## src/rtl/torus_pkg.sv

```systemverilog
package torus_pkg;

    typedef enum logic [2:0] {
        PORT_LOCAL = 3'd0,
        PORT_XP    = 3'd1,
        PORT_XM    = 3'd2,
        PORT_YP    = 3'd3,
        PORT_YM    = 3'd4,
        PORT_ZP    = 3'd5,
        PORT_ZM    = 3'd6
    } route_port_e;

    typedef struct packed {
        logic        valid;
        route_port_e port;
    } route_rsp_t;

    // nz: ring has distance left, neg: offset negative; index 0 = X
    function automatic route_port_e pick_port(input logic [2:0] nz, input logic [2:0] neg);
        if (nz[0]) return neg[0] ? PORT_XM : PORT_XP;
        if (nz[1]) return neg[1] ? PORT_YM : PORT_YP;
        if (nz[2]) return neg[2] ? PORT_ZM : PORT_ZP;
        return PORT_LOCAL;
    endfunction

endpackage

```

## src/rtl/torus_map_table.sv

```systemverilog
module torus_map_table #(
    parameter int NW = 6
) (
    input  logic          clk,
    input  logic          rst,
    input  logic          we,
    input  logic [NW-1:0] waddr,
    input  logic [NW-1:0] wdata,
    input  logic [NW-1:0] raddr_a,
    output logic [NW-1:0] rdata_a,
    input  logic [NW-1:0] raddr_b,
    output logic [NW-1:0] rdata_b
);
    localparam int DEPTH = 1 << NW;

    logic [NW-1:0] mem [DEPTH];

    always_ff @(posedge clk) begin
        if (rst) begin
            for (int i = 0; i < DEPTH; i++) begin
                mem[i] <= NW'(i);
            end
        end else if (we) begin
            mem[waddr] <= wdata;
        end
    end

    assign rdata_a = mem[raddr_a];
    assign rdata_b = mem[raddr_b];


    tbl_write_chk: assert property (@(posedge clk) disable iff (rst)
        we |=> (mem[$past(waddr)] == $past(wdata)));

endmodule

```

## src/rtl/torus_ring_offset.sv

```systemverilog
module torus_ring_offset #(
    parameter int RING = 4,
    parameter int CW   = 2
) (
    input  logic [CW-1:0]        here,
    input  logic [CW-1:0]        dest,
    output logic signed [CW:0]   off
);
    localparam logic [CW:0] RING_W = (CW+1)'(RING);

    logic [CW:0] fwd;
    logic [CW:0] back;

    always_comb begin
        if (dest >= here) begin
            fwd = {1'b0, dest} - {1'b0, here};
        end else begin
            fwd = {1'b0, dest} + RING_W - {1'b0, here};
        end
        back = RING_W - fwd;
        if (fwd == '0) begin
            off = '0;
        end else if (fwd <= back) begin
            off = $signed(fwd);
        end else begin
            off = -$signed(back);
        end
    end

endmodule

```

## src/rtl/torus_route.sv

```systemverilog
module torus_route
    import torus_pkg::*;
#(
    parameter int RING = 4,
    parameter int CW   = $clog2(RING),
    parameter int NW   = 3 * CW
) (
    input  logic          clk,
    input  logic          rst,
    input  logic          tbl_we,
    input  logic [NW-1:0] tbl_addr,
    input  logic [NW-1:0] tbl_data,
    input  logic          req_valid,
    input  logic [NW-1:0] req_here,
    input  logic [NW-1:0] req_dest,
    output logic          rsp_valid,
    output logic [2:0]    rsp_port,
    output logic [CW:0]   rsp_off_x,
    output logic [CW:0]   rsp_off_y,
    output logic [CW:0]   rsp_off_z
);
    localparam int DIMS = 3;

    logic [NW-1:0]      phys_here;
    logic [NW-1:0]      phys_dest;
    logic signed [CW:0] off_c [DIMS];
    logic signed [CW:0] off_q [DIMS];
    logic [DIMS-1:0]    nz_c;
    logic [DIMS-1:0]    neg_c;
    route_rsp_t         rsp_q;

    torus_map_table #(.NW(NW)) u_map (
        .clk    (clk),
        .rst    (rst),
        .we     (tbl_we),
        .waddr  (tbl_addr),
        .wdata  (tbl_data),
        .raddr_a(req_here),
        .rdata_a(phys_here),
        .raddr_b(req_dest),
        .rdata_b(phys_dest)
    );

    for (genvar g = 0; g < DIMS; g++) begin : g_ring
        torus_ring_offset #(.RING(RING), .CW(CW)) u_off (
            .here(phys_here[g*CW +: CW]),
            .dest(phys_dest[g*CW +: CW]),
            .off (off_c[g])
        );
        assign nz_c[g]  = (off_c[g] != '0);
        assign neg_c[g] = off_c[g][CW];


        off_bound_chk: assert property (@(posedge clk) disable iff (rst)
            rsp_valid |-> (2 * int'(off_q[g]) <= RING && -2 * int'(off_q[g]) < RING));
    end

    always_ff @(posedge clk) begin
        if (rst) begin
            rsp_q <= '{valid: 1'b0, port: PORT_LOCAL};
            for (int d = 0; d < DIMS; d++) off_q[d] <= '0;
        end else begin
            rsp_q.valid <= req_valid;
            if (req_valid) begin
                rsp_q.port <= pick_port(nz_c, neg_c);
                for (int d = 0; d < DIMS; d++) off_q[d] <= off_c[d];
            end
        end
    end

    assign rsp_valid = rsp_q.valid;
    assign rsp_port  = rsp_q.port;
    assign rsp_off_x = off_q[0];
    assign rsp_off_y = off_q[1];
    assign rsp_off_z = off_q[2];


    rsp_after_req_chk: assert property (@(posedge clk) disable iff (rst)
        req_valid |=> rsp_valid);


    no_spurious_rsp_chk: assert property (@(posedge clk) disable iff (rst)
        !req_valid |=> !rsp_valid);


    local_zero_chk: assert property (@(posedge clk) disable iff (rst)
        (rsp_valid && rsp_port == PORT_LOCAL) |->
            (rsp_off_x == '0 && rsp_off_y == '0 && rsp_off_z == '0));


    order_y_chk: assert property (@(posedge clk) disable iff (rst)
        (rsp_valid && (rsp_port == PORT_YP || rsp_port == PORT_YM)) |->
            (rsp_off_x == '0 && rsp_off_y != '0));


    order_z_chk: assert property (@(posedge clk) disable iff (rst)
        (rsp_valid && (rsp_port == PORT_ZP || rsp_port == PORT_ZM)) |->
            (rsp_off_x == '0 && rsp_off_y == '0 && rsp_off_z != '0));

endmodule

```

## config.mk

```make
export PLATFORM = sky130hd
export DESIGN_NAME = torus_route
export DESIGN_NICKNAME = d
export VERILOG_FILES = /design/src/rtl/torus_pkg.sv /design/src/rtl/torus_map_table.sv /design/src/rtl/torus_ring_offset.sv /design/src/rtl/torus_route.sv
export SDC_FILE = /design/constraint.sdc
export NUM_CORES = 1
export LEC_CHECK = 0
export ABC_AREA = 1
export CAP_MARGIN = 20
export CELL_PAD_IN_SITES_DETAIL_PLACEMENT = 0
export CELL_PAD_IN_SITES_GLOBAL_PLACEMENT = 1
export CORE_MARGIN = 2
export CORE_UTILIZATION = 35
export DETAILED_ROUTE_END_ITERATION = 6
export PLACE_DENSITY_LB_ADDON = 0.1
export SLEW_MARGIN = 20
export SYNTH_ARGS = -nofsm -noshare
export SYNTH_HDL_FRONTEND = slang
export SYNTH_SLANG_ARGS = --single-unit
```

## constraint.sdc

```tcl
create_clock -name clk -period 5.15 [get_ports clk]
set_input_delay 0.7725 -clock clk [delete_from_list [all_inputs] [get_ports clk]]
set_output_delay 0.7725 -clock clk [all_outputs]
set_load 0.005 [all_outputs]
```

; After elaboration in Yosys (flattened, before gate mapping)
; Memories as Yosys holds them, arrays and structs flattened.
; Index checks and enable logic that the tools add are counted.
[word_totals]
register_bits = 4
ram_bits = 393
output_inout_bits = 13
elab_cells = 79
mem_count = 2
[op_classes]
n_addsub = 15
magnitude_cmp = 6
mux = 44
n_bitwise = 3
n_reduce_logical = 7
[memory_table]
columns = name, words, width, rd, rd_ports_with_merged_regs, wr, line_no
row1 = u_map.mem, 64, 6, 2, 0, 64, torus_map_table.sv:16  ; logic [NW-1:0] mem [DEPTH];
row2 = off_q, 3, 3, 3, 0, 3, torus_route.sv:27  ; logic signed [CW:0] off_q [DIMS];
[ops]
columns = cell, count
row1 = $mux W3, 19
row2 = $mux W1, 21
row3 = $mux W6, 2
row4 = $add A2 B3 Y3 const B, 3
row5 = $le A3 B3 Y1, 3
row6 = $logic_not A3 Y1, 3
row7 = $neg A3 Y3, 3
row8 = $reduce_bool A3 Y1, 3
row9 = $sub A2 B2 Y3, 3
row10 = $sub A3 B2 Y3, 3
row11 = $sub A3 B3 Y3 const A, 3
row12 = $ge A2 B2 Y1, 3
row13 = $reduce_or A6 Y1, 1
row14 = $mux W2, 2
row15 = $or A1 B1 Y1, 3

; Logic depth before layout (Yosys ltp)
; An unclocked memory read counts as a cell.
[depth]
word_depth = 22
mapped_depth = 25

; Hierarchy
; A second synthesis with hierarchy kept.
[unflattened]
cells_unflattened = 2985
area_unflattened_um2 = 22933.2
[modules_own_cells]
columns = module, n_inst, cells_per_inst, area_per_inst_um2, seq_area_each_um2
row1 = torus_map_table, 1, 2862, 21989.8, 11531.1
row2 = torus_route, 1, 61, 554.3, 350.3
row3 = torus_ring_offset at g_ring[0].u_off ..., 2, 22, 133.9, 0.0
row4 = torus_ring_offset at g_ring[1].u_off, 1, 18, 121.4, 0.0

; Least setup slack after synthesis
; OpenSTA, ideal clock, no wires.
[synth_path]
path_type = input -> register
from = input req_here[1]
to = register rsp_q (netlist bit rsp_port[1])
arrival_ns = 3.450
required_ns = 5.030
slack_ns = 1.580
path_stages = 22
path_buffers = 3
path_cell_list = buf_2 inv_2 buf_2 buf_2 nand3_1 nand3_1 nand2_1 nand2_1 nand3_1 nand3_1 nand2_1 ha_1 fa_1 nand2_1 inv_1 ha_1 inv_1 o21ai_0 nand2_1 nand3_1 a21oi_1 a211o_1
[synth_between]
elab_chain_len = 16
elab_cells_between_ends = 55
classes_between = 12 x add/sub / 6 x order compare / 30 x mux / 6 x reduce/logical / 1 x memory
[synth_rtl]
columns = item, line_no
row1 = "start, declared", torus_route.sv:14  ; input logic [NW-1:0] req_here,
row2 = $mem_v2 Z64 W6 (*), -
row3 = "$sub A3 B2 Y3, or another cell as far along", torus_ring_offset.sv:18  ; fwd = {1'b0, dest} + RING_W - {1'b0, here};
row4 = $mux W3, torus_ring_offset.sv:15  ; if (dest >= here) begin
row5 = $sub A3 B3 Y3, torus_ring_offset.sv:20  ; back = RING_W - fwd;
row6 = $neg A3 Y3 / $le A3 B3 Y1 (equally long branches), "torus_ring_offset.sv:26, torus_ring_offset.sv:23"
row7 = $mux W3, torus_ring_offset.sv:23  ; end else if (fwd <= back) begin
row8 = $mux W3, torus_ring_offset.sv:21  ; if (fwd == '0) begin
row9 = $reduce_bool A3 Y1, torus_route.sv:50  ; assign nz_c[g] = (off_c[g] != '0);
row10 = $mux W1 (2 in series), torus_pkg.sv:22  ; if (nz[2]) return neg[2] ? PORT_ZM : PORT_ZP;
row11 = $mux W1, torus_pkg.sv:21  ; if (nz[1]) return neg[1] ? PORT_YM : PORT_YP;
row12 = $mux W1, torus_route.sv:64  ; if (req_valid) begin
row13 = $mux W1, torus_route.sv:59  ; if (rst) begin
row14 = $mux W3, torus_pkg.sv:23  ; return PORT_LOCAL;
row15 = $mux W3, torus_pkg.sv:22
row16 = $mux W3 (*), torus_pkg.sv:21
row17 = "end signal, assigned", torus_route.sv:60  ; rsp_q <= '{valid: 1'b0, port: PORT_LOCAL};
row18 = "end, declared", torus_route.sv:30  ; route_rsp_t rsp_q;
; Every way passes the cells marked *; elsewhere a longest branch is shown, timed or not. The select of a mux whose other input is x is not followed.
; A chain may end at the register's enable or synchronous reset.

; Worst setup path after layout
[layout_path]
from = input req_dest[0]
to = register rsp_q (netlist bit rsp_port[1])
[layout_between]
elab_chain_len = 17
elab_cells_between_ends = 58
classes_between = 15 x add/sub / 6 x order compare / 30 x mux / 6 x reduce/logical / 1 x memory
[layout_rtl]
columns = item, line_no
row1 = "start, declared", torus_route.sv:15  ; input logic [NW-1:0] req_dest,
row2 = $mem_v2 Z64 W6 (*), -
row3 = $add A2 B3 Y3, torus_ring_offset.sv:18
row4 = $sub A3 B2 Y3, torus_ring_offset.sv:18
row5 = $mux W3, torus_ring_offset.sv:15
row6 = $sub A3 B3 Y3, torus_ring_offset.sv:20
row7 = $neg A3 Y3 / $le A3 B3 Y1 (equally long branches), "torus_ring_offset.sv:26, torus_ring_offset.sv:23"
row8 = $mux W3, torus_ring_offset.sv:23
row9 = $mux W3, torus_ring_offset.sv:21
row10 = $reduce_bool A3 Y1, torus_route.sv:50
row11 = $mux W1 (2 in series), torus_pkg.sv:22
row12 = $mux W1, torus_pkg.sv:21
row13 = $mux W1, torus_route.sv:64
row14 = $mux W1, torus_route.sv:59
row15 = $mux W3, torus_pkg.sv:23
row16 = $mux W3, torus_pkg.sv:22
row17 = $mux W3 (*), torus_pkg.sv:21
; Marked as above.

==> insert_results.sql <==
INSERT INTO impl_metrics (metric_group, metric, value, unit) VALUES
('finish', 'finish.utilization', '39.7', '%'),
('floorplanning', 'die-width', '259', 'microns'),
('floorplanning', 'die-height', '259', 'microns'),
('placement', 'place.detailed.hpwl', '58.2', 'mm'),
('finish', 'nNetsFinal', '2941', ''),
('sta', 'fin_worst_skew', '18.8', 'ps'),
('drt', 'routed_wirelength', '88.9', 'mm'),
('clock_tree', 'post_cts_buffers', '0', ''),
('clock_tree', 'worstSkewPairLatency', '610', 'ps'),
('power_and_ir_drop', 'ratio_of_total_power_to_cell_area', '337', 'nW/um^2'),
('sta', 'rsz0062_at_grt', 'no', ''),
('global_route', 'grt_pass1_wl', '130', 'mm'),
('floorplanning', 'num_io_pins', '41', ''),
('global_route', 'first_global_vias', '19500', ''),
('clock_tree', 'cts_hold_buffers', '0', ''),
('finish', 'final_layout_size_suffix_gt1_share', '5.61', '%'),
('drt', 'route.detailed.wl_per_inst', '23.4', 'microns'),
('sta', 'fin_setup_tns', '0', 'ps'),
('critical_path', 'timing.setup.critical_path_class', 'input port to flop', ''),
('critical_path', 'cp_data_arrival_time', '4450', 'ps'),
('finish', 'number_of_diodes', '0', ''),
('drt', 'route.vias.total', '20700', ''),
('sta', 'layout_worst_path_cycle_share', '77.0', '%'),
('worst_hold_path', 'holdCritPathClass', 'flop to flop', ''),
('critical_path', 'critical_path_buf_inv_count', '7', ''),
('logic_synthesis', 'ys_types', '24', ''),
('floorplanning', 'die_area', '66800', 'sq um'),
('run', 'maxCapViolations', '0', ''),
('sta', 'max_freq', '252', 'MHz'),
('status', 'status', 'finished, final reports clean', ''),
('critical_path', 'worst_path_dominant_cell_family', 'buffers and inverters', ''),
('logic_synthesis', 'post_synth_instance_area', '22700', 'sq um'),
('placement', 'post-place-cells', '3705', ''),
('drt', 'first_pass_iters', '6', ''),
('global_route', 'antenna_found_initial', '3', ''),
('global_route', 'grt_max_degree', '116', ''),
('power_and_ir_drop', 'vdd.ir_drop.worst', '0.247', 'mV'),
('sta', 'hold_viol', '0', ''),
('clock_tree', 'gates_resized_cts_repair', '0', ''),
('sta', 'post-route-min-period', '3970', 'ps'),
('sta', 'worst-slew-pin-transition', '1010', 'ps'),
('logic_synthesis', 'synthesis.area_per_instance', '7.67', 'sq um'),
('drt', 'avg_vias_per_cell', '5.44', ''),
('critical_path', 'regToRegSetupSlack', '1790', 'ps'),
('critical_path', 'cp-end-kind', 'flop', ''),
('critical_path', 'crit_slowest_cell', 'sky130_fd_sc_hd__fa_1', ''),
('critical_path', 'start_kind', 'input port', ''),
('logic_synthesis', 'synthesis.nets', '2995', ''),
('sta', 'final_setup_fails', '0', ''),
('critical_path', 'crit_required', '5630', 'ps'),
('critical_path', 'timing.critical_path.mode_cell', 'sky130_fd_sc_hd__nand2_1', ''),
('sta', 'maxSlewHeadroom', '32.3', '%'),
('global_route', 'grt_overflow', '0', ''),
('finish', 'area.growth.synth_to_final', '12.5', '%'),
('finish', 'highest_count_cells_in_the_layout_ignoring_fill_and_taps', '1240 x sky130_fd_sc_hd__nand2_1, 656 x sky130_fd_sc_hd__nand3_1, 393 x sky130_fd_sc_hd__edfxtp_1', ''),
('finish', 'layout_cells_excl_fill', '3796', ''),
('clock_tree', 'clock_tree.buffer_depth', '3', ''),
('drt', 'drt.antenna.violating_nets', '0', ''),
('logic_synthesis', 'synth-seq-cells', '397', ''),
('floorplanning', 'row_count', '93', ''),
('finish', 'layout_commonest_cell', 'sky130_fd_sc_hd__nand2_1', ''),
('critical_path', 'crit_fanout', '37', ''),
('drt', 'drc', '0', ''),
('clock_tree', 'clockRootBuffer', 'sky130_fd_sc_hd__clkbuf_16', ''),
('critical_path', 'crit_path_max_incr_delay', '630', 'ps'),
('clock_tree', 'htree_num_levels', '2', ''),
('drt', 'drt_initial_violations', '2300', ''),
('power_and_ir_drop', 'power.static_leakage', '10.1', 'nW'),
('critical_path', 'crit_path_cell_trace', 'buf_6, inv_6, buf_12, buf_4, nand2_1, nand3_1, nand3_1, nand2_1, nand2_1, nand3_1, nand3_1, nand2_1, inv_1, ha_1, fa_1, nand2_1, inv_1, ha_1, inv_1, o21ai_0, nand2_1, nor2_1, a211o_1', ''),
('global_route', 'gr_util_all_layers', '26.3', '%'),
('floorplanning', 'start_util', '35.3', '%');
kinds of logic (layout without fill, tap and decap cells):
group	after synthesis	in the layout	synth area share, %
adder cells (fa/ha/maj)	12	12	0.761
buffers and inverters	338	324	6.31
AO/OA/AOI/OAI	11	11	0.259
AND/OR/NAND/NOR	2197	2197	40.3
flip-flops	397	397	52.4
power by group:
part           switching (mW)  internal [mW]  total, mW
sequential              0.121           3.74       3.86
clock                    1.45           2.01       3.47
combinational           0.893          0.374       1.27
worst reg2reg max path, cell delays in order, from the launching register on:
cell	delay (ps)
sky130_fd_sc_hd__edfxtp_1	430
sky130_fd_sc_hd__nand2_1	80
sky130_fd_sc_hd__nand3_1	90
sky130_fd_sc_hd__nand3_1	70
sky130_fd_sc_hd__nand2_1	90
sky130_fd_sc_hd__nand2_1	50
sky130_fd_sc_hd__nand3_1	140
sky130_fd_sc_hd__nand3_1	190
sky130_fd_sc_hd__nand2_1	120
sky130_fd_sc_hd__inv_1	50
sky130_fd_sc_hd__ha_1	210
sky130_fd_sc_hd__fa_1	630
sky130_fd_sc_hd__nand2_1	70
sky130_fd_sc_hd__inv_1	70
sky130_fd_sc_hd__ha_1	240
sky130_fd_sc_hd__inv_1	60
sky130_fd_sc_hd__o21ai_0	70
sky130_fd_sc_hd__nand2_1	170
sky130_fd_sc_hd__nand2_1	100
sky130_fd_sc_hd__nor3b_1	220
sky130_fd_sc_hd__o21ai_0	100
final timing paths:
check,start,endpoint,depth (start not counted)
setup / recovery,req_dest[0],rsp_port[1]$_SDFFE_PP0P_,23
hold / removal,rsp_port[0]$_SDFFE_PP0P_,rsp_port[0]$_SDFFE_PP0P_,2
setup reg to reg,u_map.mem[9][2]$_SDFFCE_PN0P_,rsp_port[2]$_SDFFE_PP0P_,20
hold reg to reg,rsp_port[0]$_SDFFE_PP0P_,rsp_port[0]$_SDFFE_PP0P_,2
cell type report:
cell class | instances | area [sq um] | share of cell area, %
well taps | 855 | 1070 | 4.19
clock buffers | 60 | 1310 | 5.13
inverters | 135 | 519 | 2.03
flip-flops and latches | 397 | 11900 | 46.6
multi-input cells | 2220 | 9370 | 36.7
clock inverters | 31 | 278 | 1.09
repair buffers | 98 | 1100 | 4.30
cells in the mapped netlist:
master,instances,area (sq um)
sky130_fd_sc_hd__or2_2,1,6.26
sky130_fd_sc_hd__nor2_1,275,1030
sky130_fd_sc_hd__a211o_1,1,8.76
sky130_fd_sc_hd__edfxtp_1,393,11800
sky130_fd_sc_hd__nand4_1,2,12.5
sky130_fd_sc_hd__o21ai_0,7,35.0
sky130_fd_sc_hd__a21oi_1,3,15.0
sky130_fd_sc_hd__buf_2,112,561
sky130_fd_sc_hd__buf_1,25,93.8
sky130_fd_sc_hd__inv_2,17,63.8
sky130_fd_sc_hd__clkbuf_1,60,225
sky130_fd_sc_hd__nor3_1,16,80.1
sky130_fd_sc_hd__dfxtp_1,4,80.1
sky130_fd_sc_hd__nand3_1,656,3280
sky130_fd_sc_hd__nand2_1,1240,4650
sky130_fd_sc_hd__nand2_2,1,6.26
sky130_fd_sc_hd__clkinv_1,1,3.75
sky130_fd_sc_hd__nor3b_1,1,7.51
sky130_fd_sc_hd__buf_4,6,45.0
sky130_fd_sc_hd__nor2_2,1,6.26
sky130_fd_sc_hd__nor2_4,4,45.0
sky130_fd_sc_hd__ha_1,9,113
sky130_fd_sc_hd__fa_1,3,60.1
sky130_fd_sc_hd__inv_1,117,439
per-stage QoR:
step | setup slack [ps] | power, mW | hold slack [ps] | cell area (sq um)
3_5_place_dp | 597 | 5.18 | 487 | 23900
5_1_grt | 935 | 8.88 | 525 | 25500
4_1_cts | 1230 | 8.64 | 496 | 25500
2_1_floorplan | 1580 | 4.63 | 446 | 22700
3_3_place_gp | 627 | 5.17 | 483 | 23900
6_report | 1180 | 8.59 | 492 | 25500
registers in the layout, indices dropped and copies added (netlist names):
register,flops
u_map.mem,384
off_q,9
rsp_port,3
rsp_valid,1
routing by layer:
layer  vias up  wire length, microns  global-route usage, %
li1       9598                     -                      -
met1     10000                 38900                   36.8
met2       887                 41000                   42.2
met5         -                    27                      0
met4         4                  3060                   8.94
met3       164                  5930                   3.37
(Power assumes the default switching activity.)
